## config.mk

```make
export PLATFORM = sky130hd
export DESIGN_NAME = dd_chain_dma
export DESIGN_NICKNAME = d
export VERILOG_FILES = /design/src/rtl/dd_pkg.sv /design/src/rtl/dd_regs.sv /design/src/rtl/dd_walker.sv /design/src/rtl/dd_chain_dma.sv
export SDC_FILE = /design/constraint.sdc
export NUM_CORES = 1
export LEC_CHECK = 0
export BUFFER_PORTS_ARGS = -buffer_cell sky130_fd_sc_hd__buf_2
export CAP_MARGIN = 0
export CORE_MARGIN = 2
export CORE_UTILIZATION = 30
export CTS_CLUSTER_SIZE = 30
export DETAILED_ROUTE_END_ITERATION = 6
export SYNTH_ARGS = -nofsm -noshare
export SYNTH_HDL_FRONTEND = slang
export SYNTH_HIERARCHICAL = 1
export SYNTH_SLANG_ARGS = --single-unit
```

## constraint.sdc

```tcl
create_clock -name clk -period 3.8 [get_ports clk]
set_input_delay 0.76 -clock clk [delete_from_list [all_inputs] [get_ports clk]]
set_output_delay 0.76 -clock clk [all_outputs]
set_load 0.1 [all_outputs]
```

## src/rtl/dd_pkg.sv

```systemverilog
package dd_pkg;

  localparam int WORD_W     = 32;
  localparam int FLAG_OWN   = 31;
  localparam int FLAG_CHAIN = 4;
  localparam int FLAG_FIRST = 3;
  localparam int FLAG_LAST  = 2;

  localparam logic [1:0] RA_CTRL = 2'd0;
  localparam logic [1:0] RA_BMOD = 2'd1;
  localparam logic [1:0] RA_BASE = 2'd2;
  localparam logic [1:0] RA_STAT = 2'd3;

  typedef enum logic [2:0] {
    W_IDLE,
    W_FETCH,
    W_TX,
    W_RXPOP,
    W_RXWR,
    W_WBACK
  } walk_t;

  // number of 32-bit beats for a byte count, rounded up
  function automatic logic [WORD_W-1:0] words_of(input logic [WORD_W-1:0] nbytes);
    return (nbytes + 32'd3) >> 2;
  endfunction

  // address of the descriptor after the current one
  function automatic logic [WORD_W-1:0] next_desc(input logic [WORD_W-1:0] cur,
                                                  input logic [WORD_W-1:0] flags,
                                                  input logic [WORD_W-1:0] nxt);
    return flags[FLAG_CHAIN] ? nxt : cur + 32'd16;
  endfunction

  // flags word handed back to software
  function automatic logic [WORD_W-1:0] wback_word(input logic [WORD_W-1:0] flags);
    return flags & ~(32'h1 << FLAG_OWN);
  endfunction

endpackage

```

## src/rtl/dd_regs.sv

```systemverilog
module dd_regs
  import dd_pkg::*;
(
  input  logic              clk,
  input  logic              rst_n,
  input  logic              reg_we,
  input  logic [1:0]        reg_addr,
  input  logic [WORD_W-1:0] reg_wdata,
  output logic [WORD_W-1:0] reg_rdata,
  input  logic              start_evt,
  input  logic              done_evt,
  input  logic              unavail_evt,
  output logic              run_ok,
  output logic              dir_tx,
  output logic              armed,
  output logic              abort,
  output logic              fifo_flush,
  output logic [WORD_W-1:0] base_addr
);

  localparam logic [WORD_W-1:0] CTRL_MASK = 32'h0200_0427; // bits 25,10,5,2,1,0
  localparam logic [WORD_W-1:0] BMOD_MASK = 32'h0000_0083; // bits 7,1,0
  localparam logic [WORD_W-1:0] CTRL_SELF = 32'h0000_0007;
  localparam logic [WORD_W-1:0] BMOD_SELF = 32'h0000_0001;

  logic [WORD_W-1:0] ctrl_q, ctrl_n;
  logic [WORD_W-1:0] bmod_q, bmod_n;
  logic [WORD_W-1:0] base_q, base_n;
  logic [1:0]        stat_q, stat_n;
  logic              armed_q, armed_n;
  logic              wr_ctrl, wr_bmod, wr_base, wr_stat;
  logic              ctl_reset;

  assign wr_ctrl   = reg_we && (reg_addr == RA_CTRL);
  assign wr_bmod   = reg_we && (reg_addr == RA_BMOD);
  assign wr_base   = reg_we && (reg_addr == RA_BASE);
  assign wr_stat   = reg_we && (reg_addr == RA_STAT);
  assign ctl_reset = ctrl_q[0];

  always_comb begin
    ctrl_n  = wr_ctrl ? (reg_wdata & CTRL_MASK) : (ctrl_q & ~CTRL_SELF);
    bmod_n  = wr_bmod ? (reg_wdata & BMOD_MASK) : (bmod_q & ~BMOD_SELF);
    base_n  = wr_base ? reg_wdata : base_q;
    stat_n  = stat_q & ~(wr_stat ? reg_wdata[1:0] : 2'b00);
    stat_n  = stat_n | {unavail_evt, done_evt};
    armed_n = armed_q;
    if (start_evt) armed_n = 1'b0;
    if (wr_base)   armed_n = 1'b1;
    if (abort)     armed_n = 1'b0;
  end

  always_ff @(posedge clk or negedge rst_n) begin
    if (!rst_n) begin
      ctrl_q  <= '0;
      bmod_q  <= '0;
      base_q  <= '0;
      stat_q  <= '0;
      armed_q <= 1'b0;
    end else if (ctl_reset) begin
      ctrl_q  <= '0;
      bmod_q  <= '0;
      base_q  <= '0;
      stat_q  <= '0;
      armed_q <= 1'b0;
    end else begin
      ctrl_q  <= ctrl_n;
      bmod_q  <= bmod_n;
      base_q  <= base_n;
      stat_q  <= stat_n;
      armed_q <= armed_n;
    end
  end

  always_comb begin
    case (reg_addr)
      RA_CTRL: reg_rdata = ctrl_q;
      RA_BMOD: reg_rdata = bmod_q;
      RA_BASE: reg_rdata = base_q;
      default: reg_rdata = {30'd0, stat_q};
    endcase
  end

  assign run_ok     = ctrl_q[5] & ctrl_q[25] & bmod_q[7];
  assign dir_tx     = ctrl_q[10];
  assign armed      = armed_q;
  assign abort      = ctrl_q[0] | ctrl_q[2] | bmod_q[0];
  assign fifo_flush = ctrl_q[1];
  assign base_addr  = base_q;

  AST_RESET_BITS_CLEAR: assert property (@(posedge clk) disable iff (!rst_n)
    ((|ctrl_q[2:0]) && !wr_ctrl) |=> (ctrl_q[2:0] == 3'b000));

  AST_STATUS_HOLDS: assert property (@(posedge clk) disable iff (!rst_n)
    (stat_q[0] && !wr_stat && !ctl_reset) |=> stat_q[0]);

endmodule

```

## src/rtl/dd_walker.sv

```systemverilog
module dd_walker
  import dd_pkg::*;
#(
  parameter int CNT_W = 13
) (
  input  logic              clk,
  input  logic              rst_n,
  input  logic              run_ok,
  input  logic              dir_tx,
  input  logic              armed,
  input  logic              abort,
  input  logic [WORD_W-1:0] base_addr,
  output logic              start_evt,
  output logic              done_evt,
  output logic              unavail_evt,
  output logic              mem_req,
  output logic              mem_we,
  output logic [WORD_W-1:0] mem_addr,
  output logic [WORD_W-1:0] mem_wdata,
  input  logic [WORD_W-1:0] mem_rdata,
  input  logic              mem_ack,
  output logic              fifo_push,
  output logic [WORD_W-1:0] fifo_wdata,
  input  logic              fifo_full,
  output logic              fifo_pop,
  input  logic [WORD_W-1:0] fifo_rdata,
  input  logic              fifo_empty
);

  localparam int PAD_W = WORD_W - CNT_W;

  walk_t             st;
  logic [WORD_W-1:0] dptr, flg, buf_q, nxt_q, ptr, hold;
  logic [CNT_W-1:0]  cnt_q, left_q;
  logic [1:0]        widx;
  logic [WORD_W-1:0] cnt_words;
  logic              ack_ok, busy, last_beat;

  assign cnt_words = words_of({{PAD_W{1'b0}}, cnt_q});
  assign ack_ok    = mem_req && mem_ack;
  assign busy      = (st != W_IDLE);
  assign last_beat = (left_q == CNT_W'(1));

  assign start_evt   = (st == W_IDLE) && armed && run_ok && !abort;
  assign unavail_evt = (st == W_FETCH) && ack_ok && (widx == 2'd0) && !mem_rdata[FLAG_OWN];
  assign done_evt    = (st == W_WBACK) && ack_ok && flg[FLAG_LAST];

  always_comb begin
    mem_req   = 1'b0;
    mem_we    = 1'b0;
    mem_addr  = '0;
    mem_wdata = '0;
    case (st)
      W_FETCH: begin
        mem_req  = 1'b1;
        mem_addr = dptr + {28'd0, widx, 2'b00};
      end
      W_TX: begin
        mem_req  = !fifo_full;
        mem_addr = ptr;
      end
      W_RXWR: begin
        mem_req   = 1'b1;
        mem_we    = 1'b1;
        mem_addr  = ptr;
        mem_wdata = hold;
      end
      W_WBACK: begin
        mem_req   = 1'b1;
        mem_we    = 1'b1;
        mem_addr  = dptr;
        mem_wdata = wback_word(flg);
      end
      default: ;
    endcase
  end

  assign fifo_push  = (st == W_TX) && ack_ok;
  assign fifo_wdata = mem_rdata;
  assign fifo_pop   = (st == W_RXPOP) && !fifo_empty && !abort;

  always_ff @(posedge clk or negedge rst_n) begin
    if (!rst_n) begin
      st     <= W_IDLE;
      dptr   <= '0;
      flg    <= '0;
      buf_q  <= '0;
      nxt_q  <= '0;
      ptr    <= '0;
      hold   <= '0;
      cnt_q  <= '0;
      left_q <= '0;
      widx   <= '0;
    end else if (abort) begin
      st <= W_IDLE;
    end else begin
      case (st)
        W_IDLE: if (start_evt) begin
          dptr <= base_addr;
          widx <= 2'd0;
          st   <= W_FETCH;
        end
        W_FETCH: if (ack_ok) begin
          widx <= widx + 2'd1;
          case (widx)
            2'd0: begin
              flg <= mem_rdata;
              if (!mem_rdata[FLAG_OWN]) st <= W_IDLE;
            end
            2'd1: cnt_q <= mem_rdata[CNT_W-1:0];
            2'd2: buf_q <= mem_rdata;
            default: begin
              nxt_q  <= mem_rdata;
              ptr    <= buf_q;
              left_q <= cnt_words[CNT_W-1:0];
              if (cnt_q == '0)  st <= W_WBACK;
              else if (dir_tx)  st <= W_TX;
              else              st <= W_RXPOP;
            end
          endcase
        end
        W_TX: if (ack_ok) begin
          ptr    <= ptr + 32'd4;
          left_q <= left_q - CNT_W'(1);
          if (last_beat) st <= W_WBACK;
        end
        W_RXPOP: if (fifo_pop) begin
          hold <= fifo_rdata;
          st   <= W_RXWR;
        end
        W_RXWR: if (ack_ok) begin
          ptr    <= ptr + 32'd4;
          left_q <= left_q - CNT_W'(1);
          st     <= last_beat ? W_WBACK : W_RXPOP;
        end
        W_WBACK: if (ack_ok) begin
          if (flg[FLAG_LAST]) begin
            st <= W_IDLE;
          end else begin
            dptr <= next_desc(dptr, flg, nxt_q);
            widx <= 2'd0;
            st   <= W_FETCH;
          end
        end
        default: st <= W_IDLE;
      endcase
    end
  end

  AST_START_NEEDS_ENABLE: assert property (@(posedge clk) disable iff (!rst_n)
    (busy && !$past(busy)) |-> $past(run_ok));

  AST_UNAVAIL_HALTS: assert property (@(posedge clk) disable iff (!rst_n)
    unavail_evt |=> !mem_req);

  AST_PUSH_HAS_ROOM: assert property (@(posedge clk) disable iff (!rst_n)
    fifo_push |-> !fifo_full);

  AST_LAST_HALTS: assert property (@(posedge clk) disable iff (!rst_n)
    done_evt |=> !mem_req);

  AST_REQ_STABLE: assert property (@(posedge clk) disable iff (!rst_n)
    (mem_req && !mem_ack && !abort) |=>
      (mem_req && $stable(mem_addr) && $stable(mem_we) && $stable(mem_wdata)));

endmodule

```

## src/rtl/dd_chain_dma.sv

```systemverilog
module dd_chain_dma
  import dd_pkg::*;
#(
  parameter int CNT_W = 13
) (
  input  logic        clk,
  input  logic        rst_n,
  input  logic        reg_we,
  input  logic [1:0]  reg_addr,
  input  logic [31:0] reg_wdata,
  output logic [31:0] reg_rdata,
  output logic        mem_req,
  output logic        mem_we,
  output logic [31:0] mem_addr,
  output logic [31:0] mem_wdata,
  input  logic [31:0] mem_rdata,
  input  logic        mem_ack,
  output logic        fifo_push,
  output logic [31:0] fifo_wdata,
  input  logic        fifo_full,
  output logic        fifo_pop,
  input  logic [31:0] fifo_rdata,
  input  logic        fifo_empty,
  output logic        fifo_flush
);

  logic              run_ok, dir_tx, armed, abort;
  logic              start_evt, done_evt, unavail_evt;
  logic [WORD_W-1:0] base_addr;

  dd_regs u_regs (
    .clk         (clk),
    .rst_n       (rst_n),
    .reg_we      (reg_we),
    .reg_addr    (reg_addr),
    .reg_wdata   (reg_wdata),
    .reg_rdata   (reg_rdata),
    .start_evt   (start_evt),
    .done_evt    (done_evt),
    .unavail_evt (unavail_evt),
    .run_ok      (run_ok),
    .dir_tx      (dir_tx),
    .armed       (armed),
    .abort       (abort),
    .fifo_flush  (fifo_flush),
    .base_addr   (base_addr)
  );

  dd_walker #(.CNT_W(CNT_W)) u_walker (
    .clk         (clk),
    .rst_n       (rst_n),
    .run_ok      (run_ok),
    .dir_tx      (dir_tx),
    .armed       (armed),
    .abort       (abort),
    .base_addr   (base_addr),
    .start_evt   (start_evt),
    .done_evt    (done_evt),
    .unavail_evt (unavail_evt),
    .mem_req     (mem_req),
    .mem_we      (mem_we),
    .mem_addr    (mem_addr),
    .mem_wdata   (mem_wdata),
    .mem_rdata   (mem_rdata),
    .mem_ack     (mem_ack),
    .fifo_push   (fifo_push),
    .fifo_wdata  (fifo_wdata),
    .fifo_full   (fifo_full),
    .fifo_pop    (fifo_pop),
    .fifo_rdata  (fifo_rdata),
    .fifo_empty  (fifo_empty)
  );

endmodule

```

# Word-level counts from Yosys, hierarchy flattened
# Cells that the tools add are included.
# totals
out_inout_bits	133
in_bits	104
regBits	321
# op_classes
n_reduce_logical	45
eq_ne	26
bitwise	9
addsub	6
muxes	50
# ops
op	count
$mux 32	13
$pmux 32 s2	3
$pmux 32 s3	2
$mux 13	3
$mux 3	11
$add 32x3->32 const B	1
$add 32x4->32	1
$add 32x5->32 const B	1
$pmux 13 s2	1
$pmux 3 s6	1
$logic_and 1x1->1	16
$reduce_and 4->1	4
$ne 3x1->1 const B	5
$add 13x2->14 const B	1
$eq 13x1->1 const B	1
$logic_not 13->1	1
$sub 13x1->13 const B	1
$mux 2	6
$reduce_and 5->1	2
$reduce_bool 2->1	5
$ne 3x2->1 const B	3
$reduce_and 9->1	1
$mux 1	7
$eq 2x2->1 const B	3
other kinds (26)	43

# Depth between registers and ports, before layout
# Gate-level depths: netlist (run 1).
# logic_depth
depth_word	9
ltp_mapped	9
ltp_nobuf	7

# Hierarchy
# The synthesis (run 1) kept the hierarchy.
# modules_own_cells
mod	area_each_um2	n_inst	cells_per_inst
dd_walker	12423.2	1	1396
dd_regs	2403.6	1	225

# Least setup slack after synthesis (run 1)
# OpenSTA, ideal clock, no wires.
# synth_timing
path_type	input to output
from	input port mem_ack
to	output port fifo_push
cell_stages	3
t_arrival_ns	3.928
path_slack_ns	-0.888
path_cell_list	clkbuf_1 > nand2b_1 > nor4_1
# synth_via
elab_chain_len	2
# synth_rtl
item	line_no	source
start: declaration	dd_chain_dma.sv:17	input logic mem_ack,
$logic_and 1x1->1	dd_walker.sv:40	assign ack_ok = mem_req && mem_ack;
$logic_and 1x1->1	dd_walker.sv:78	assign fifo_push = (st == W_TX) && ack_ok;
end: declaration	dd_chain_dma.sv:18	output logic fifo_push,
# Every way passes these cells.

# Worst setup path after layout (run 1)
# layout_timing
from	register u_walker.dptr[4]
to	output port mem_addr[27]
# layout_via
elab_chain_len	2
# layout_rtl
item	line_no	source
start: declaration	dd_walker.sv:33	logic [WORD_W-1:0] dptr, flg, buf_q, nxt_q, ptr, hold;
start signal: assignment	dd_walker.sv:99	dptr <= base_addr;
start signal: assignment	dd_walker.sv:140	dptr <= next_desc(dptr, flg, nxt_q);
$add 32x4->32	dd_walker.sv:56	mem_addr = dptr + {28'd0, widx, 2'b00};
$pmux 32 s3	dd_walker.sv:53	case (st)
end: declaration	dd_chain_dma.sv:14	output logic [31:0] mem_addr,
# Every way passes these cells.

==> run summary, run 1 <==
ROUTING
----------------------------------------------------------------------------------
Length of the first detailed-routing pass in iterations .............            7
Total number of vias ................................................       13,150
Detailed-route wire length on metal 1 ...............................    23,150 µm
Residual DRC count ..................................................            0
Detailed Route WL ...................................................    51,150 µm
Met2 wire length ....................................................    22,690 µm
Detail-routed via count per cell ....................................        5.301
Topmost layer with routed signal wires ..............................         met4
Met3 layer wire length in the routed design .........................      4138 µm
Iteration-0 DRC count of the detailed router ........................          999
Mean routed wirelength per cell .....................................     20.62 µm
Remaining number of nets flagged by the antenna check after routing .            0

CRITICAL PATH
----------------------------------------------------------------------------------
Buf+Inv Stages, Crit Path ...........................................            1
Maximum cell stage delay along the critical path ....................       490 ps
Worst EP arrival ....................................................      2940 ps
Crit Reg-Reg Startpoint ............................................. u_regs/ctrl_q[0]
Startpoint kind of the worst setup timing path ......................         flop
CP top delay family ................................................. simple AND/OR/NAND/NOR gates
Crit end category ................................................... primary output
Series of cell instances along the critical path .................... and3_1 -> and4_1 -> nand4_1 -> xor2_1 -> o21ai_1 -> buf_2
Crit path launch .................................................... u_walker/dptr[4]
Max Fanout on Critical Path .........................................            9
Category of the critical setup timing path .......................... flop to primary output
Critical path required time .........................................      3040 ps
Standard cell with the maximum stage delay on the critical path ..... sky130_fd_sc_hd__and4_1

CTS
----------------------------------------------------------------------------------
H-tree depth ........................................................            1
TritonCTS Sinks .....................................................          266
# hold bufs at CTS ..................................................            0
Clock root buffer ................................................... sky130_fd_sc_hd__clkbuf_16
Worst-path clk slew .................................................        60 ps
Clock tree from TritonCTS ...........................................          yes
Clock latency reported for the late side of the worst-skew pair .....       600 ps
Number of buffers created by CTS ....................................           31
Maximum buffer depth of the clock tree ..............................            3

LOGIC SYNTHESIS
----------------------------------------------------------------------------------
Number of warnings printed during yosys synthesis ...................            6
Post-synthesis cell type count ......................................           78
Netlist area before placement .......................................  0.01483 mm²
Post-Syn Instances ..................................................        1,621
Post-synthesis sequential area ratio ................................       44.89%
Async SR Flop Fraction ..............................................       100.0%
Main area contributors after synthesis .............................. sky130_fd_sc_hd__dfrtp_1 (45%), sky130_fd_sc_hd__nand2_1 (8.1%), sky130_fd_sc_hd__mux2_2 (5.9%)
Post-Synthesis Mean Instance Area ...................................    9.147 µm²
Post-synth net total ................................................        1,736
Yosys top cell area share ...........................................       44.89%
EDFF count, synth ...................................................            0
Yosys reg bits ......................................................          266
Area leader, netlist ................................................ sky130_fd_sc_hd__dfrtp_1
Synth Flop Type ..................................................... sky130_fd_sc_hd__dfrtp_1

TIMING
----------------------------------------------------------------------------------
Final clock skew ....................................................     13.72 ps
Total negative setup slack ..........................................         0 ps
Final cycle utilization of the critical path ........................       97.41%
Hold slack ..........................................................     150.3 ps
Fmax ................................................................    270.2 MHz
Number of hold-slack violations in the final timing report ..........            0
Pins Over Slew Limit ................................................            0
Min Tclk post-route .................................................      3702 ps
RSZ-0062 raised after global routing ................................           no
Worst-Margin Slew ...................................................     949.0 ps
Number of failing setup endpoints in the final timing report ........            0
Remaining max-slew budget at the tightest pin .......................       36.74%

GRT
----------------------------------------------------------------------------------
Initial antenna violation count .....................................            5
Overflow after GRT ..................................................            0
First-pass GRT wire length ..........................................    77,400 µm
Overall global routing resource usage ...............................       19.75%
Largest net degree at the start of global routing ...................           76
Number of global-route vias before repair ...........................       12,560

FLOW RUN
----------------------------------------------------------------------------------
Count of maximum capacitance violations .............................            0

FLOORPLAN
----------------------------------------------------------------------------------
Die boundary height .................................................     226.3 µm
I/O pin cnt .........................................................          237
Row Count ...........................................................           81
Die area ............................................................  0.05122 mm²
Horizontal die dimension ............................................     226.3 µm
Core area ...........................................................  0.04885 mm²
Initial standard-cell utilization of the core .......................       30.35%

FINAL LAYOUT
----------------------------------------------------------------------------------
Total Nets Final ....................................................        1,904
Final Util ..........................................................       37.10%
Synth-to-Final Area Change ..........................................       22.23%
Layout cells sized above 1 ..........................................       23.93%

PLACEMENT
----------------------------------------------------------------------------------
Routability congestion estimate .....................................       0.9530
HPWL after detailed placement .......................................    37,630 µm
Count of buffers inserted at the top-level ports ....................          236

POWER AND IR DROP
----------------------------------------------------------------------------------
Leak pwr ............................................................     8.311 nW
Power per cell area ................................................. 894.0 mW/mm²
Worst IR drop on VDD ................................................     620.7 µV

HOLD PATH
----------------------------------------------------------------------------------
Worst hold path class ............................................... input port to async pin

RUN STATUS
----------------------------------------------------------------------------------
Status .............................................................. finished clean

## layout by cell type (no fill, tap or decap), types with 5 or more instances in the layout
cell                        netlist  layout
sky130_fd_sc_hd__nand2_1        319     319
sky130_fd_sc_hd__dfrtp_1        266     264
sky130_fd_sc_hd__buf_2           40     195
sky130_fd_sc_hd__mux2_2          78      78
sky130_fd_sc_hd__nand2b_1        72      72
sky130_fd_sc_hd__nor2_1          72      71
sky130_fd_sc_hd__a21oi_1         66      66
sky130_fd_sc_hd__o21ai_0         92      64
sky130_fd_sc_hd__nand3_1         52      52
sky130_fd_sc_hd__buf_4           33      44
sky130_fd_sc_hd__mux2i_1         44      44
sky130_fd_sc_hd__a22o_1          41      41
sky130_fd_sc_hd__buf_12           0      38
sky130_fd_sc_hd__and2_1          34      34
sky130_fd_sc_hd__o21ai_1          5      32
sky130_fd_sc_hd__clkbuf_16        0      31
sky130_fd_sc_hd__and3_1          30      30
sky130_fd_sc_hd__nand4_1         25      25
sky130_fd_sc_hd__xor2_1          23      23
sky130_fd_sc_hd__o22ai_1         23      23
sky130_fd_sc_hd__nor3_1          22      21
sky130_fd_sc_hd__inv_1           18      18
sky130_fd_sc_hd__xnor2_1         16      16
sky130_fd_sc_hd__a31oi_1         13      13
sky130_fd_sc_hd__a2bb2oi_1       13      13
sky130_fd_sc_hd__nor4_1          13      12
sky130_fd_sc_hd__and4_1          12      11
sky130_fd_sc_hd__or3_1           10      10
sky130_fd_sc_hd__ha_1            10      10
sky130_fd_sc_hd__clkinv_2         0       9
sky130_fd_sc_hd__o22a_1           7       7
sky130_fd_sc_hd__a22oi_1          6       6
sky130_fd_sc_hd__nor2b_1          6       5
sky130_fd_sc_hd__nand3b_1         5       5
sky130_fd_sc_hd__a211o_1          5       5
sky130_fd_sc_hd__o211ai_1         5       5
sky130_fd_sc_hd__o2bb2ai_1        5       5
## metal layers
layer  vias up  global-route usage, %
met3        67                  4.289
li1       6037                      -
met1      6539                  28.56
met4         0                  5.263
met2       509                  29.71
met5         -                      0
## final timing paths
check / end / slack [ps] / cells after the start
worst max-delay path: mem_addr[27] / 100 / 6
worst min-delay path: u_walker/nxt_q[10] / 150 / 1
worst max register to register: u_walker/ptr[7] / 810 / 7
worst min register to register: u_walker/ptr[1] / 470 / 2
max in group asynchronous: u_walker/hold[30] / 2760 / 2
min in group clk: u_walker/hold[13] / 350 / 3
## Yosys cell counts (all sizes together) (14+ instances only)
master  instances
nand2         319
dfrtp         266
o21ai          97
buf            90
mux2           78
nand2b         72
nor2           72
a21oi          66
clkbuf         55
nand3          53
mux2i          44
a22o           41
and2           34
and3           30
nand4          26
o22ai          23
xor2           23
nor3           22
inv            18
xnor2          16
nor4           14
## power breakdown
group	switching, mW	leakage, nW	total (mW)	internal, mW
combinational	5.36	4.41	7.93	2.56
clock	1.29	0.526	3.14	1.85
sequential	1.18	3.38	5.13	3.95
## metrics by stage
| step | total power, mW | cell area (µm²) | setup WS, ps | std cells |
|---|---|---|---|---|
| floorplan | 10.57 | 14830 | 1.242 | 1621 |
| global placement | 12.85 | 17010 | 484.9 | 2418 |
| detailed placement | 13.00 | 17010 | 463.2 | 2418 |
| CTS | 16.19 | 18100 | 4.589 | 2478 |
| global route | 17.09 | 18110 | 12.90 | 2478 |
| finish | 16.20 | 18120 | 98.40 | 2481 |
## registers in the layout, summed over array words and instances (netlist names)
signal	flops
u_walker/dptr	32
u_walker/widx	2
u_regs/stat_q	2
u_regs/bmod_q	3
u_walker/cnt_q	13
u_regs/armed	1
u_regs/base_addr	32
u_walker/st	3
u_walker/flg	31
u_walker/left_q	13
u_walker/buf_q	32
u_walker/nxt_q	32
u_walker/hold	32
u_walker/ptr	32
u_regs/ctrl_q	6
## worst reg2reg max path, stage by stage, from the launching register on
cell and delay [ps]:
sky130_fd_sc_hd__dfrtp_1 370, sky130_fd_sc_hd__or3_1 510, sky130_fd_sc_hd__nor2_1 370, sky130_fd_sc_hd__and4_1 510
sky130_fd_sc_hd__o21a_1 550, sky130_fd_sc_hd__buf_4 370, sky130_fd_sc_hd__a21oi_1 110, sky130_fd_sc_hd__a21oi_1 130
## what timing repair did
item	in CTS	in global routing
pin swaps	1	0
cloned	0	0
endpoints found under the setup margin	10	39
resized for setup	4	6
buffers inserted	2	0
## kinds of logic (layout without fill, tap and decap cells)
group,after synthesis,in the layout,synth area share (%)
simple gates,694,694,22.78
mux,124,124,9.198
compound gates,324,324,14.33
fa+ha+maj,11,11,0.9789
xor+xnor,39,39,2.304
buf+inv,163,356,5.510
other cells,0,3,0
flops,266,266,44.89
## cell type report
cell class	count	area, µm²
Timing Repair Buffer	280	2097
Clock inverter	19	225.2
Sequential cell	266	6659
Antenna cell	3	7.507
Multi-Input combinational cell	1192	7390
Tap cell	664	830.8
Fill cell	5047	30730
Inverter	18	67.56
Clock buffer	39	845.8
No activity file was read; power rests on OpenSTA's default activity.
==> run 2: changes to the inputs <==
--- a/config.mk
+++ b/config.mk
@@ -11,6 +11,7 @@
 export CORE_UTILIZATION = 30
 export CTS_CLUSTER_SIZE = 30
 export DETAILED_ROUTE_END_ITERATION = 6
+export RECOVER_POWER = 25
 export SYNTH_ARGS = -nofsm -noshare
 export SYNTH_HDL_FRONTEND = slang
 export SYNTH_HIERARCHICAL = 1
==> run summary, run 2 (synthesis results as in run 1) <==
GRT
----------------------------------------------------------------------------------
Number of global-route vias before repair ...........................       12,560   unchanged
Overflow after GRT ..................................................            0   unchanged
First-pass GRT wire length ..........................................    77,400 µm   unchanged
Initial antenna violation count .....................................            5   unchanged
Overall global routing resource usage ...............................       19.75%   unchanged
Largest net degree at the start of global routing ...................           76   unchanged

RUN STATUS
----------------------------------------------------------------------------------
Status .............................................................. complete, but fails checks
Violated checks ..................................................... capacitance limit, slew limit

HOLD PATH
----------------------------------------------------------------------------------
Hold_sp ............................................................. fifo_rdata[13]
Worst hold path class ............................................... input port to flop

CTS
----------------------------------------------------------------------------------
Number of buffers created by CTS ....................................           31   unchanged
# hold bufs at CTS ..................................................            0   unchanged
Clock root buffer ................................................... sky130_fd_sc_hd__clkbuf_16
Clock tree from TritonCTS ...........................................          yes
Maximum buffer depth of the clock tree ..............................            3   unchanged
TritonCTS Sinks .....................................................          266   unchanged
H-tree depth ........................................................            1   unchanged
Clock latency reported for the late side of the worst-skew pair .....       600 ps   about the same
Worst-path clk slew .................................................        60 ps   about the same

TIMING
----------------------------------------------------------------------------------
Pins Over Slew Limit ................................................           71   +71
Remaining max-slew budget at the tightest pin .......................      -38.48%   -75 points
Final cycle utilization of the critical path ........................       97.43%   about the same
Number of hold-slack violations in the final timing report ..........            0   unchanged
Worst-Margin Slew ...................................................      2077 ps   +1128 ps
Final clock skew ....................................................     13.74 ps   +0.01390 ps
RSZ-0062 raised after global routing ................................           no
Min Tclk post-route .................................................      3702 ps   +0.6555 ps
Number of failing setup endpoints in the final timing report ........            0   unchanged
Fmax ................................................................    270.1 MHz   about the same
Total negative setup slack ..........................................         0 ps   unchanged

CRITICAL PATH
----------------------------------------------------------------------------------
CP endpoint ......................................................... mem_addr[27]
Critical path required time .........................................      3040 ps   about the same
Maximum cell stage delay along the critical path ....................       490 ps   about the same
Crit Reg-Reg Startpoint ............................................. u_regs/ctrl_q[0]
Startpoint kind of the worst setup timing path ......................         flop
Max Fanout on Critical Path .........................................            9   unchanged
Worst EP arrival ....................................................      2940 ps   about the same
Category of the critical setup timing path .......................... flop to primary output
Worst r2r path cells ................................................            7   unchanged
Crit end category ................................................... primary output
Minimum setup slack among reg-to-reg paths ..........................       810 ps   about the same
Critical R2R Capture ................................................ u_walker/ptr[7]
Standard cell with the maximum stage delay on the critical path ..... sky130_fd_sc_hd__and4_1
Series of cell instances along the critical path .................... and3_1 -> and4_1 -> nand4_1 -> xor2_1 -> o21ai_1 -> buf_2
Crit path launch .................................................... u_walker/dptr[4]

FLOORPLAN
----------------------------------------------------------------------------------
Horizontal die dimension ............................................     226.3 µm   unchanged
Die boundary height .................................................     226.3 µm   unchanged
Row Count ...........................................................           81   unchanged
Core area ...........................................................  0.04885 mm²   unchanged
Die area ............................................................  0.05122 mm²   unchanged
Initial standard-cell utilization of the core .......................       30.35%   unchanged
I/O pin cnt .........................................................          237   unchanged

POWER AND IR DROP
----------------------------------------------------------------------------------
Power per cell area ................................................. 895.0 mW/mm²   +0.11%
Worst IR drop on VDD ................................................     620.7 µV   about the same
Leak pwr ............................................................     8.302 nW   about the same
Overall power .......................................................     16.20 mW   about the same

FINAL LAYOUT
----------------------------------------------------------------------------------
Layout cells sized above 1 ..........................................       23.93%   unchanged
Total Nets Final ....................................................        1,904   unchanged
Most used cells in the layout excluding fill and tap cells .......... sky130_fd_sc_hd__nand2_1 (319), sky130_fd_sc_hd__dfrtp_1 (264), sky130_fd_sc_hd__buf_2 (195)
Synth-to-Final Area Change ..........................................       22.08%
Leading cell type in the layout, fill and taps excluded ............. sky130_fd_sc_hd__nand2_1

ROUTING
----------------------------------------------------------------------------------
Length of the first detailed-routing pass in iterations .............            7   unchanged
Remaining number of nets flagged by the antenna check after routing .            0   unchanged
Detailed Route WL ...................................................    51,130 µm   about the same
Total number of vias ................................................       13,150   -0.030%
Detail-routed via count per cell ....................................        5.299   about the same
Iteration-0 DRC count of the detailed router ........................          999   unchanged
Mean routed wirelength per cell .....................................     20.61 µm   about the same
Residual DRC count ..................................................            0   unchanged

PLACEMENT
----------------------------------------------------------------------------------
Routability congestion estimate .....................................       0.9530   unchanged
HPWL after detailed placement .......................................    37,630 µm   unchanged
Count of buffers inserted at the top-level ports ....................          236   unchanged

FLOW RUN
----------------------------------------------------------------------------------
Count of maximum capacitance violations .............................            1   +1

[run 2: cell types whose count changed in the layout (fill, tap and decap cells not counted)]
cell                       previous run  this run
sky130_fd_sc_hd__clkbuf_4             2         3
sky130_fd_sc_hd__buf_8                1         0
sky130_fd_sc_hd__buf_12              38        37
sky130_fd_sc_hd__clkbuf_2             0         1
[run 2: layout make-up]
| type | instances | area (µm²) |
|---|---|---|
| fill | 5050 | 30750 |
| multi-input combinational | 1192 | 7390 |
| sequential | 266 | 6659 |
| timing repair buffer | 280 | 2074 |
| clock buffer | 39 | 845.8 |
| tap | 664 | 830.8 |
| clock inverter | 19 | 225.2 |
| inverter | 18 | 67.56 |
| antenna | 3 | 7.507 |
[run 2: timing repair]
item / in CTS / in global routing
resized for setup: 4 / 6
endpoints found under the setup margin: 10 / 39
hold endpoints to repair: 0 / 0
setup buffers: 2 / 0
pin swaps: 1 / 0
[run 2: critical path: cells and delay by family (launching register included)]
kind	cells	cell delay (ps)
compound gates	1	180
flops	1	470
simple gates	3	1050
xor+xnor	1	190
buf+inv	1	460
[run 2: layer usage]
layer  routed length [µm]  vias to the layer above  GRT usage [%]  share of wire, %
li1                     -                     6039              -                 -
met1                23170                     6538          28.56                45
met2                22670                      504          29.71                44
met3                 4127                       67          4.289               8.1
met4                 1164                        0          5.263               2.3
met5                    0                        -              0                 0
[run 2: worst min-delay path by stage]
stage / depth (start not counted) / endpoint / slack (ps)
floorplan: 2 / u_walker/ptr[0] / 430
global placement: 2 / u_walker/ptr[1] / 440
detailed placement: 2 / u_walker/ptr[1] / 450
CTS: 1 / u_walker/cnt_q[4] / 190
global route: 3 / u_walker/hold[13] / 340
finish: 3 / u_walker/hold[13] / 350
[run 2: where the power goes]
group,total (mW),internal [mW],switching [mW]
registers,5.13,3.95,1.18
logic,7.92,2.56,5.36
clock network,3.15,1.85,1.29
[run 2: metrics by stage]
step / hold slack, ps / cell area (µm²) / util, % / instances / setup WS, ps
floorplan: 433.1 / 14830 / - / 1621 / 1.242
global placement: 440.5 / 17010 / 34.81 / 2418 / 484.9
detailed placement: 451.2 / 17010 / 34.81 / 2418 / 463.2
CTS: 187.1 / 18100 / 37.06 / 2478 / 4.589
global route: 342.1 / 18090 / 37.04 / 2478 / 12.90
finish: 352.2 / 18100 / 37.05 / 2481 / 97.74
==> run 3: changes to the inputs <==
--- a/config.mk
+++ b/config.mk
@@ -8,9 +8,10 @@
 export BUFFER_PORTS_ARGS = -buffer_cell sky130_fd_sc_hd__buf_2
 export CAP_MARGIN = 0
 export CORE_MARGIN = 2
-export CORE_UTILIZATION = 30
+export CORE_UTILIZATION = 45
 export CTS_CLUSTER_SIZE = 30
 export DETAILED_ROUTE_END_ITERATION = 6
+export PLACE_DENSITY = 0.66
 export RECOVER_POWER = 25
 export SYNTH_ARGS = -nofsm -noshare
 export SYNTH_HDL_FRONTEND = slang
==> run summary, run 3 (synthesis results as in run 1) <==
RUN STATUS
----------------------------------------------------------------------------------
Status .............................................................. complete, but fails checks
Violated checks ..................................................... capacitance limit, slew limit

TIMING
----------------------------------------------------------------------------------
Pins Over Slew Limit ................................................           94   +32%
Fmax ................................................................    271.9 MHz   +0.68%
Final cycle utilization of the critical path ........................       96.77%   -0.65 points
Total negative setup slack ..........................................         0 ps   unchanged
Min Tclk post-route .................................................      3677 ps   -24.86 ps
Worst-Margin Slew ...................................................      2404 ps   +327.1 ps
Remaining max-slew budget at the tightest pin .......................      -60.28%   -22 points
RSZ-0062 raised after global routing ................................           no
Number of hold-slack violations in the final timing report ..........            0   unchanged
Hold slack ..........................................................     369.1 ps   +16.93 ps
Number of failing setup endpoints in the final timing report ........            0   unchanged
Final clock skew ....................................................     22.66 ps   +8.922 ps

HOLD PATH
----------------------------------------------------------------------------------
Cells on Worst Hold Path ............................................            3   unchanged
Hold_sp ............................................................. fifo_rdata[21]
Worst hold path class ............................................... input port to flop
Sink of the worst hold path ......................................... u_walker/hold[21]

CRITICAL PATH
----------------------------------------------------------------------------------
Crit Reg-Reg Startpoint ............................................. u_regs/ctrl_q[0]
Worst r2r path cells ................................................            6   -1
Category of the critical setup timing path .......................... flop to primary output
Crit end category ................................................... primary output
Standard cell with the maximum stage delay on the critical path ..... sky130_fd_sc_hd__dfrtp_1
Buf+Inv Stages, Crit Path ...........................................            2   +1
Critical path required time .........................................      3040 ps   about the same
Startpoint kind of the worst setup timing path ......................         flop
Maximum cell stage delay along the critical path ....................       590 ps   +100 ps
Critical R2R Capture ................................................ u_walker/ptr[23]
CP top delay family ................................................. simple AND/OR/NAND/NOR gates
Series of cell instances along the critical path .................... xnor2_1 -> nor2_4 -> buf_12 -> nand2_1 -> o21ai_1 -> buf_12
Minimum setup slack among reg-to-reg paths ..........................       900 ps   +90 ps
Crit-path most repeated cell ........................................ sky130_fd_sc_hd__buf_12
Max Fanout on Critical Path .........................................           35   +26
Worst EP arrival ....................................................      2920 ps   -20 ps

PLACEMENT
----------------------------------------------------------------------------------
HPWL after detailed placement .......................................    33,850 µm   -10%
Count of buffers inserted at the top-level ports ....................          236   unchanged
Routability congestion estimate .....................................       0.9648   +1.2%
Placement Cell Area .................................................  0.01697 mm²   -0.21%

FLOORPLAN
----------------------------------------------------------------------------------
Horizontal die dimension ............................................     185.5 µm   -18%
Core area ...........................................................  0.03245 mm²   -34%
Die boundary height .................................................     185.5 µm   -18%
Initial standard-cell utilization of the core .......................       45.69%   +15 points
I/O pin cnt .........................................................          237   unchanged
Die area ............................................................  0.03442 mm²   -33%
Row Count ...........................................................           66   -19%

ROUTING
----------------------------------------------------------------------------------
Detail-routed via count per cell ....................................        5.794   +9.3%
Iteration-0 DRC count of the detailed router ........................        1,242   +24%
Remaining number of nets flagged by the antenna check after routing .            0   unchanged
Mean routed wirelength per cell .....................................     20.96 µm   +1.7%
Detailed Route WL ...................................................    47,130 µm   -7.8%
Residual DRC count ..................................................            0   unchanged
Total number of vias ................................................       13,030   -0.90%
Length of the first detailed-routing pass in iterations .............            5   -2

GRT
----------------------------------------------------------------------------------
Overall global routing resource usage ...............................       27.40%   +7.6 points
Number of global-route vias before repair ...........................       12,570   +0.13%
Overflow after GRT ..................................................            0   unchanged
Initial antenna violation count .....................................            0   -5
Largest net degree at the start of global routing ...................           94   +24%
First-pass GRT wire length ..........................................    72,730 µm   -6.0%

CTS
----------------------------------------------------------------------------------
Clock latency reported for the late side of the worst-skew pair .....       580 ps   -20 ps
Maximum buffer depth of the clock tree ..............................            3   unchanged
Clock tree from TritonCTS ...........................................          yes
TritonCTS Sinks .....................................................          266   unchanged
Worst-path clk slew .................................................        70 ps   about the same
Clock root buffer ................................................... sky130_fd_sc_hd__clkbuf_16
Number of buffers created by CTS ....................................           30   -3.2%
H-tree depth ........................................................            1   unchanged

FINAL LAYOUT
----------------------------------------------------------------------------------
Cell area after layout ..............................................  0.01789 mm²   -1.2%
Total Nets Final ....................................................        1,899   -0.26%
Synth-to-Final Area Change ..........................................       20.67%
Number of diodes added for antenna fixing ...........................            0   -3
Most used cells in the layout excluding fill and tap cells .......... sky130_fd_sc_hd__nand2_1 (319), sky130_fd_sc_hd__dfrtp_1 (266), sky130_fd_sc_hd__buf_2 (180)
Final Util ..........................................................       55.13%   +18 points
Layout cells sized above 1 ..........................................       23.57%   -0.35 points
Leading cell type in the layout, fill and taps excluded ............. sky130_fd_sc_hd__nand2_1
Number of inserted filler cells in the final layout .................        2,883   -43%

POWER AND IR DROP
----------------------------------------------------------------------------------
Leak pwr ............................................................     8.265 nW   -0.45%
Worst IR drop on VDD ................................................     713.9 µV   +15%
Power per cell area ................................................. 884.9 mW/mm²   -1.1%

FLOW RUN
----------------------------------------------------------------------------------
Count of maximum capacitance violations .............................            1   unchanged

==> run 3: changes by cell type in the layout (fill, tap and decap cells not counted), moves of 3 or more <==
cell                        previous run  this run
sky130_fd_sc_hd__buf_2               195       180
sky130_fd_sc_hd__buf_12               37        54
sky130_fd_sc_hd__buf_4                44        36
sky130_fd_sc_hd__clkinv_2              9        12
sky130_fd_sc_hd__bufinv_16             4         1
sky130_fd_sc_hd__diode_2               3         0
==> run 3: how the worst max path moves through the flow <==
stage	from	depth (start not counted)	endpoint	slack, ps
floorplan	u_walker/widx[1]	7	mem_addr[17]	1
global placement	u_walker/widx[0]	7	mem_addr[28]	590
detailed placement	u_walker/widx[0]	7	mem_addr[10]	550
CTS	u_walker/dptr[4]	7	mem_addr[28]	60
global route	u_walker/st[1]	6	mem_addr[6]	40
finish	u_walker/st[1]	6	mem_addr[6]	120
==> run 3: worst reg2reg max path, delay by kind of cell (launching register included) <==
kind / cells / cell delay [ps]
and+or+nand+nor: 4 / 1930
AOI/OAI and AO/OA: 2 / 490
DFF: 1 / 370
==> run 3: area by class of cell <==
type                            instances  area (µm²)  area share [%]
Multi-Input combinational cell       1192        7385           41.28
Clock buffer                           36       793.3           4.434
Tap cell                              442       553.0           3.091
Clock inverter                         19       146.4          0.8182
Inverter                               18       67.56          0.3776
Sequential cell                       266        6656           37.21
Timing Repair Buffer                  276        2290           12.80
==> run 3: what timing repair did <==
| action | 4_1_cts | 5_1_grt |
|---|---|---|
| pin swaps | 0 | 1 |
| resized for setup | 1 | 5 |
| endpoints found under the setup margin | 6 | 10 |
| hold buffers | 0 | 0 |
| setup buffers | 0 | 1 |
==> run 3: per-stage QoR <==
stage | std cells | power, mW | worst slack [ps]
after global routing | 2249 | 16.66 | 36.91
after CTS | 2248 | 15.78 | 59.67
after floorplan | 1621 | 10.57 | 1.242
after detailed placement | 2193 | 12.96 | 554.3
final | 2249 | 15.83 | 122.6
after global placement | 2193 | 12.79 | 589.3
==> run 3: report_power, final <==
group | switching, mW | leakage (nW) | internal (mW)
Sequential | 1.23 | 3.38 | 3.95
Clock | 1.22 | 0.466 | 1.56
Combinational | 5.30 | 4.42 | 2.58
==> run 3: metal layers <==
metal / routed length (µm) / GRT usage [%] / vias to the layer above / part of all wire, %
met5: 0 / 0 / - / 0
met4: 1567 / 9.206 / 0 / 3.3
met3: 3730 / 5.557 / 76 / 7.9
met2: 21550 / 42.54 / 565 / 46
met1: 20280 / 38.32 / 6362 / 43
li1: - / - / 6027 / -
